--- config.mk ---
export PLATFORM = sky130hd
export DESIGN_NAME = serial_frame_tx
export DESIGN_NICKNAME = d
export VERILOG_FILES = /design/src/rtl/sertx_pkg.sv /design/src/rtl/sertx_bit_timer.sv /design/src/rtl/sertx_shifter.sv /design/src/rtl/sertx_ctrl.sv /design/src/rtl/serial_frame_tx.sv
export SDC_FILE = /design/constraint.sdc
export NUM_CORES = 1
export LEC_CHECK = 0
export BUFFER_PORTS_ARGS = -buffer_cell sky130_fd_sc_hd__buf_2
export CORE_ASPECT_RATIO = 0.8
export CORE_MARGIN = 10
export CORE_UTILIZATION = 31
export CTS_CLUSTER_DIAMETER = 100
export DETAILED_ROUTE_END_ITERATION = 6
export PLACE_DENSITY = 0.49
export SYNTH_ARGS = -nofsm -noshare
export SYNTH_HDL_FRONTEND = slang
export SYNTH_SLANG_ARGS = --single-unit
export TNS_END_PERCENT = 20
--- constraint.sdc ---
create_clock -name clk -period 3.1 [get_ports clk]
set_clock_uncertainty 0.15 [all_clocks]
set_input_delay 0.465 -clock clk [delete_from_list [all_inputs] [get_ports clk]]
set_output_delay 0.465 -clock clk [all_outputs]
set_load 0.02 [all_outputs]
--- src/rtl/sertx_pkg.sv ---
package sertx_pkg;

    // Frame phase of the transmitter
    typedef enum logic [1:0] {
        PH_IDLE  = 2'd0,
        PH_START = 2'd1,
        PH_DATA  = 2'd2,
        PH_STOP  = 2'd3
    } sertx_phase_e;

    localparam int unsigned FRAME_DATA_BITS = 8;

    // Level driven on the serial line for a given phase
    function automatic logic line_level(input sertx_phase_e ph, input logic data_lsb);
        logic lvl;
        case (ph)
            PH_START: lvl = 1'b0;
            PH_DATA:  lvl = data_lsb;
            default:  lvl = 1'b1;
        endcase
        return lvl;
    endfunction

endpackage

--- src/rtl/sertx_bit_timer.sv ---
module sertx_bit_timer #(
    parameter int unsigned BIT_CYCLES = 16,
    parameter int unsigned DONE_LEAD  = 2
) (
    input  logic clk,
    input  logic rst,
    input  logic run,
    output logic bit_end,
    output logic early_mark
);
    localparam int unsigned CNT_W    = (BIT_CYCLES > 2) ? $clog2(BIT_CYCLES) : 1;
    localparam int unsigned LAST_CNT = BIT_CYCLES - 1;
    localparam int unsigned MARK_CNT = BIT_CYCLES - 1 - DONE_LEAD;

    logic [CNT_W-1:0] cnt_q;

    assign bit_end    = run && (cnt_q == CNT_W'(LAST_CNT));
    assign early_mark = run && (cnt_q == CNT_W'(MARK_CNT));

    always_ff @(posedge clk) begin
        if (rst || !run || bit_end) begin
            cnt_q <= '0;
        end else begin
            cnt_q <= cnt_q + 1'b1;
        end
    end
endmodule

--- src/rtl/sertx_shifter.sv ---
module sertx_shifter #(
    parameter int unsigned WIDTH = 8
) (
    input  logic             clk,
    input  logic             rst,
    input  logic             load,
    input  logic             shift,
    input  logic [WIDTH-1:0] data_in,
    output logic             lsb_out
);
    logic [WIDTH-1:0] sh_q;

    assign lsb_out = sh_q[0];

    always_ff @(posedge clk) begin
        if (rst) begin
            sh_q <= '1;
        end else if (load) begin
            sh_q <= data_in;
        end else if (shift) begin
            sh_q <= {1'b1, sh_q[WIDTH-1:1]};
        end
    end
endmodule

--- src/rtl/sertx_ctrl.sv ---
module sertx_ctrl
    import sertx_pkg::*;
#(
    parameter int unsigned DATA_BITS = 8
) (
    input  logic         clk,
    input  logic         rst,
    input  logic         start_req,
    input  logic         bit_end,
    output sertx_phase_e phase,
    output logic         load,
    output logic         shift
);
    localparam int unsigned IDX_W    = (DATA_BITS > 2) ? $clog2(DATA_BITS) : 1;
    localparam int unsigned LAST_IDX = DATA_BITS - 1;

    sertx_phase_e     phase_q, phase_d;
    logic [IDX_W-1:0] idx_q, idx_d;

    assign phase = phase_q;

    always_comb begin
        phase_d = phase_q;
        idx_d   = idx_q;
        load    = 1'b0;
        shift   = 1'b0;
        case (phase_q)
            PH_IDLE: begin
                if (start_req) begin
                    phase_d = PH_START;
                    load    = 1'b1;
                end
            end
            PH_START: begin
                if (bit_end) begin
                    phase_d = PH_DATA;
                    idx_d   = '0;
                end
            end
            PH_DATA: begin
                if (bit_end) begin
                    shift = 1'b1;
                    if (idx_q == IDX_W'(LAST_IDX)) begin
                        phase_d = PH_STOP;
                    end else begin
                        idx_d = idx_q + 1'b1;
                    end
                end
            end
            PH_STOP: begin
                if (bit_end) begin
                    if (start_req) begin
                        phase_d = PH_START;
                        load    = 1'b1;
                    end else begin
                        phase_d = PH_IDLE;
                    end
                end
            end
            default: phase_d = PH_IDLE;
        endcase
    end

    always_ff @(posedge clk) begin
        if (rst) begin
            phase_q <= PH_IDLE;
            idx_q   <= '0;
        end else begin
            phase_q <= phase_d;
            idx_q   <= idx_d;
        end
    end
endmodule

--- src/rtl/serial_frame_tx.sv ---
module serial_frame_tx
    import sertx_pkg::*;
#(
    parameter int unsigned BIT_CYCLES = 16,
    parameter int unsigned DONE_LEAD  = 2
) (
    input  logic       clk,
    input  logic       rst,
    input  logic       start_req,
    input  logic [7:0] tx_byte,
    output logic       tx_line,
    output logic       tx_active,
    output logic       tx_done
);
    sertx_phase_e phase;
    logic         load, shift, bit_end, early_mark, data_lsb;

    sertx_ctrl #(.DATA_BITS(FRAME_DATA_BITS)) u_ctrl (
        .clk       (clk),
        .rst       (rst),
        .start_req (start_req),
        .bit_end   (bit_end),
        .phase     (phase),
        .load      (load),
        .shift     (shift)
    );

    sertx_bit_timer #(.BIT_CYCLES(BIT_CYCLES), .DONE_LEAD(DONE_LEAD)) u_timer (
        .clk        (clk),
        .rst        (rst),
        .run        (tx_active),
        .bit_end    (bit_end),
        .early_mark (early_mark)
    );

    sertx_shifter #(.WIDTH(FRAME_DATA_BITS)) u_shift (
        .clk     (clk),
        .rst     (rst),
        .load    (load),
        .shift   (shift),
        .data_in (tx_byte),
        .lsb_out (data_lsb)
    );

    assign tx_active = (phase != PH_IDLE);
    assign tx_line   = line_level(phase, data_lsb);
    assign tx_done   = (phase == PH_STOP) && early_mark;
endmodule

### After elaboration in Yosys (flattened, before gate mapping)

Index checks and enable logic that the tools add are counted.

* equality and inequality tests: 12
* reduce and logical (&&, ||, !) cells: 12
* muxes and demuxes: 19
* add/subtract/negate cells: 2

Operators with widths (number)
* $mux 8: 2
* $mux 2: 5
* $mux 3: 3
* $eq 4x4->1 const B: 2
* $ne 2x1->1 const B: 4
* $pmux 2 s4: 1
* $pmux 3 s2: 1
* $reduce_bool 2->1: 3
* $mux 1: 5
* $reduce_and 5->1: 1
* $add 4x1->4 const B: 1
* $eq 2x2->1 const B: 2
* $ne 2x2->1 const B: 2
* $pmux 1 s2: 2
* $reduce_and 4->1: 1
* $add 3x1->3 const B: 1
* $eq 3x3->1 const B: 1
* $logic_and 1x1->1: 3
* $eq 2x1->1 const B: 1
* $logic_not 2->1: 1
* $logic_or 1x1->1: 2
* $logic_not 1->1: 1

* word-level logic and storage cells: 49
* flip-flop bits (word level): 17

### Longest topological paths before layout

* word-level depth: 6
* mapped depth: 7

### Cells and area by module

Synthesis repeated with hierarchy kept, for this count alone.

* cells, all modules: 96
* area, all modules: 954.7 µm²

Modules (own cells, without submodules)
* sertx_ctrl: instances 1, cells an instance 39, area each 371.6 µm²
* sertx_shifter: instances 1, cells an instance 35, area each 365.4 µm²
* sertx_bit_timer: instances 1, cells an instance 18, area each 190.2 µm²
* serial_frame_tx: instances 1, cells an instance 4, area each 27.5 µm²

### Worst setup path after synthesis

Ideal clock, no wire load.

* kind: flip-flop to output port
* from: reg u_ctrl.phase_q[0] (netlist: u_ctrl.phase[0])
* to: out tx_line
* stages on the path, launching flop included: 5
* arrival time: 1229 ps
* data required time: 2485 ps
* path slack: 1256 ps
* cell sequence: dfxtp_1 inv_1 ha_1 inv_1 mux2i_1

* cells in the longest elaborated chain, start to end: 2
* elaborated cells on any way between the ends: 3
* those cells by class: eq/ne (2); mux (1)

Ends and longest elaborated chain
* from (decl): line sertx_ctrl.sv:17 `sertx_phase_e phase_q, phase_d;`
* from (signal assigned): line sertx_ctrl.sv:69 `phase_q <= phase_d;`
* $eq 2x2->1 / $eq 2x1->1 (equally long branches): line sertx_pkg.sv:16 `case (ph)`
* $pmux 1 s2 *: line sertx_pkg.sv:16
* to (decl): line serial_frame_tx.sv:11 `output logic tx_line,`

Mark *: on every way between the ends. The rest lies on a longest branch, timed or not.

### Worst setup path in the final report

Same ends and word-level chain as after synthesis.

==> flow_summary.toml <==
[outcome]
status = "completed"

[sta]
fmax_mhz = 449.6
grt_setup_unrepaired = "false"
tightest_slew_ns = 0.4717
setup_tns_ns = 0
fin_crit_ns = 2.224
finalMaxSlewViolations = 0
setup_viol_count_final = 0
maxSlewHeadroom = 0.6843
final_hold_viol_count = 0
post-route-period-util = 0.7175

[place]
io_buffers = 13
dp.cells = 141
dp_hpwl_microns = 1461
gp_congestion = 0.8596

[synthesis]
avgSynthCellArea_sq_um = 9.765
synth_top_family_by_area = "simple AND/OR/NAND/NOR gates"
synth_top_area_frac = 0.3788
synth_nets = 112
synth_fa_ha_area_frac = 0.1253
synth-simple-area-share = 0.1755
synth-compound-area-share = 0.1657
yosys_warnings = 0
synth_largest_area_cell = "dfxtp_1"
netlist_area_sq_um = 898.4
ys_top_cells_by_area = "dfxtp_1, ha_1, mux2i_1, a2bb2oi_1, nor2_1"
synthXorXnorAreaFrac = 0.01950
synth.mux.area_fraction = 0.1003
syn_inst = 92
ys_types = 31
yosysSeqAreaShare = 0.3788
ys_ff_latch = 17

[cells_and_area]
nFillCells = 303
drive_gt1_frac = 0.1776
nets = 128
final_cells = 145
n_antenna_cell = 0
area_delta_synth_final_pct = 14.49

[clocking]
holdBufCountCts = 0
cts_resized = 0
cts_tree = "yes"
worstSkewPairLatency_ns = 0.29
cts.htree.levels = 1
clk_path_buf_depth = 2
cts.sinks = 17
clk_pin_slew_ns = 0.10
cts-root-buf = "clkbuf_4"
postCtsSetupBuffers = 0
cts-buffers-inserted = 3

[setup_path]
crit_arrival_ns = 1.61
reg2reg_from = "u_ctrl.phase[0]"
end_kind = "primary output"
start_kind = "register"
r2r_slack_ns = 1.14
critPathMaxFanout = 6
reg2reg_to = "u_ctrl.phase[0]"
crit_path_frequent_cell = "inv_1"
slowest_stage = "dfxtp_1"
path_cells = "inv_1 -> ha_1 -> inv_1 -> mux2i_1 -> buf_2"
r2r_cells = 6
path_class = "reg2out"
crit_required_ns = 2.48
max_stage_delay_ns = 0.39

[floorplan]
die_y_microns = 68.15
initial_core_util = 0.3249
core-area_sq_mm = 0.002765
die_area_sq_mm = 0.005465
die_w_microns = 80.19
io_pins = 14
num_rows = 17

[drt]
wirelength_microns = 1851
num_vias = 690
drc = 0
drt_pass1_iterations = 4
antenna_left = 0
vias_per_cell = 4.759
drt_iter0_markers = 57
wl_per_cell_microns = 12.77

[pwr]
p_leak_nw = 0.4727
power.density_mw_per_mm2 = 732.2
ir_drop_v = 0.0002189

[flow_run]
drv_cap = 0

[global_routing]
grt_pass1_wl_microns = 3236
grt_overflow_total = 0
grt_pass1_vias = 702
track_usage = 0.07424
grt_max_degree = 13
antenna_found_initial = 0

[min_path]
hold_path_depth = 2
hp-class = "in2reg"
worstHoldStart = "tx_byte[1]"
whs_endpoint = "u_shift.sh_q[1]"
layout make-up:
class                      instances  area, sq um  share of cell area
sequential                        17        340.3              0.3309
inverter                           6        22.52             0.02190
timing repair buffer              13        65.06             0.06326
multi-input combinational         67        526.8              0.5122
clock buffer                       4        26.28             0.02555
tap                               38        47.55             0.04623
through the flow:
| step | cell area (sq um) | setup slack [ns] | hold WS [ns] | total power, mW | utilization |
|---|---|---|---|---|---|
| 3_5_place_dp | 1002 | 1.175 | 0.3101 | 0.6402 | 0.3624 |
| 4_1_cts | 1028 | 0.8561 | 0.2573 | 0.7631 | 0.3719 |
| 5_1_grt | 1028 | 0.7691 | 0.2563 | 0.8199 | 0.3719 |
| 2_1_floorplan | 898.4 | 1.256 | 0.2834 | 0.5600 | - |
| 3_3_place_gp | 1002 | 1.141 | 0.3072 | 0.6425 | 0.3624 |
| 6_report | 1028 | 0.8758 | 0.2656 | 0.7531 | 0.3719 |
worst max-delay path by stage:
stage / end / slack, ns / cells after the start / startpoint
after floorplan: tx_line / 1.26 / 4 / u_ctrl.phase[0]
after global placement: u_shift.sh_q[6] / 1.14 / 6 / u_ctrl.phase[0]
after detailed placement: u_shift.sh_q[5] / 1.18 / 6 / u_ctrl.phase[0]
after CTS: tx_line / 0.86 / 5 / u_ctrl.phase[0]
after global routing: tx_line / 0.77 / 5 / u_ctrl.phase[0]
final: tx_line / 0.88 / 5 / u_ctrl.phase[0]
flip-flops by register name, summed over array words and instances, names as in the netlist:
signal,count
u_shift.sh_q,8
u_timer.cnt_q,4
u_ctrl.idx_q,3
u_ctrl.phase,2
Yosys cell counts (all sizes together):
master and count:
a221oi 1, clkbuf 2, a21oi 2, nor2b 1
or3 1, mux2i 9, xor2 1, nor3 3
and4b 1, nor2 11, nand4 1, a22oi 2
ha 9, dfxtp 17, o21ai 3, a211oi 1
nor4b 2, nand3 1, a41oi 1, o211ai 1
xnor2 1, inv 6, nand2b 3, a2bb2oi 7
nor3b 1, a22o 1, nand4b 1, nand2 2
power breakdown:
group	leakage [nW]	total, mW	switching, mW	internal (mW)
Sequential	0.139	0.299	0.0328	0.266
Clock	0.0150	0.119	0.0693	0.0499
Combinational	0.319	0.335	0.194	0.140
Total	0.473	0.753	0.296	0.457
logic make-up after synthesis:
| kind of cell | Yosys count |
|---|---|
| compound gates | 19 |
| xor+xnor | 2 |
| fa+ha+maj | 9 |
| buf+inv | 8 |
| flops | 17 |
| mux | 9 |
| simple gates | 28 |
metal layers:
metal,global-route usage,wire length (microns),up-vias
met5,0,0,-
met4,0.01316,14,0
met3,0.03665,80,2
met2,0.1050,774,7
met1,0.09970,981,315
li1,-,-,366
cell usage in the layout (no fill, tap or decap), types with 2 or more instances in the layout:
| master | Yosys | layout |
|---|---|---|
| a2bb2oi_1 | 7 | 7 |
| clkbuf_4 | 0 | 3 |
| a21oi_1 | 2 | 2 |
| nand2b_1 | 3 | 3 |
| buf_2 | 0 | 13 |
| nor4b_1 | 2 | 2 |
| mux2i_1 | 9 | 9 |
| nor2_1 | 11 | 11 |
| o21ai_0 | 2 | 2 |
| nor3_1 | 3 | 3 |
| a22oi_1 | 2 | 2 |
| inv_1 | 6 | 6 |
| dfxtp_1 | 17 | 17 |
| ha_1 | 9 | 9 |
worst max-delay path: cells and delay by family (launching register included):
kind | cells | cell delay [ns]
adders and majority gates | 1 | 0.29
DFF | 1 | 0.39
buffers and inverters | 3 | 0.45
muxes | 1 | 0.19
(Power assumes the default switching activity.)
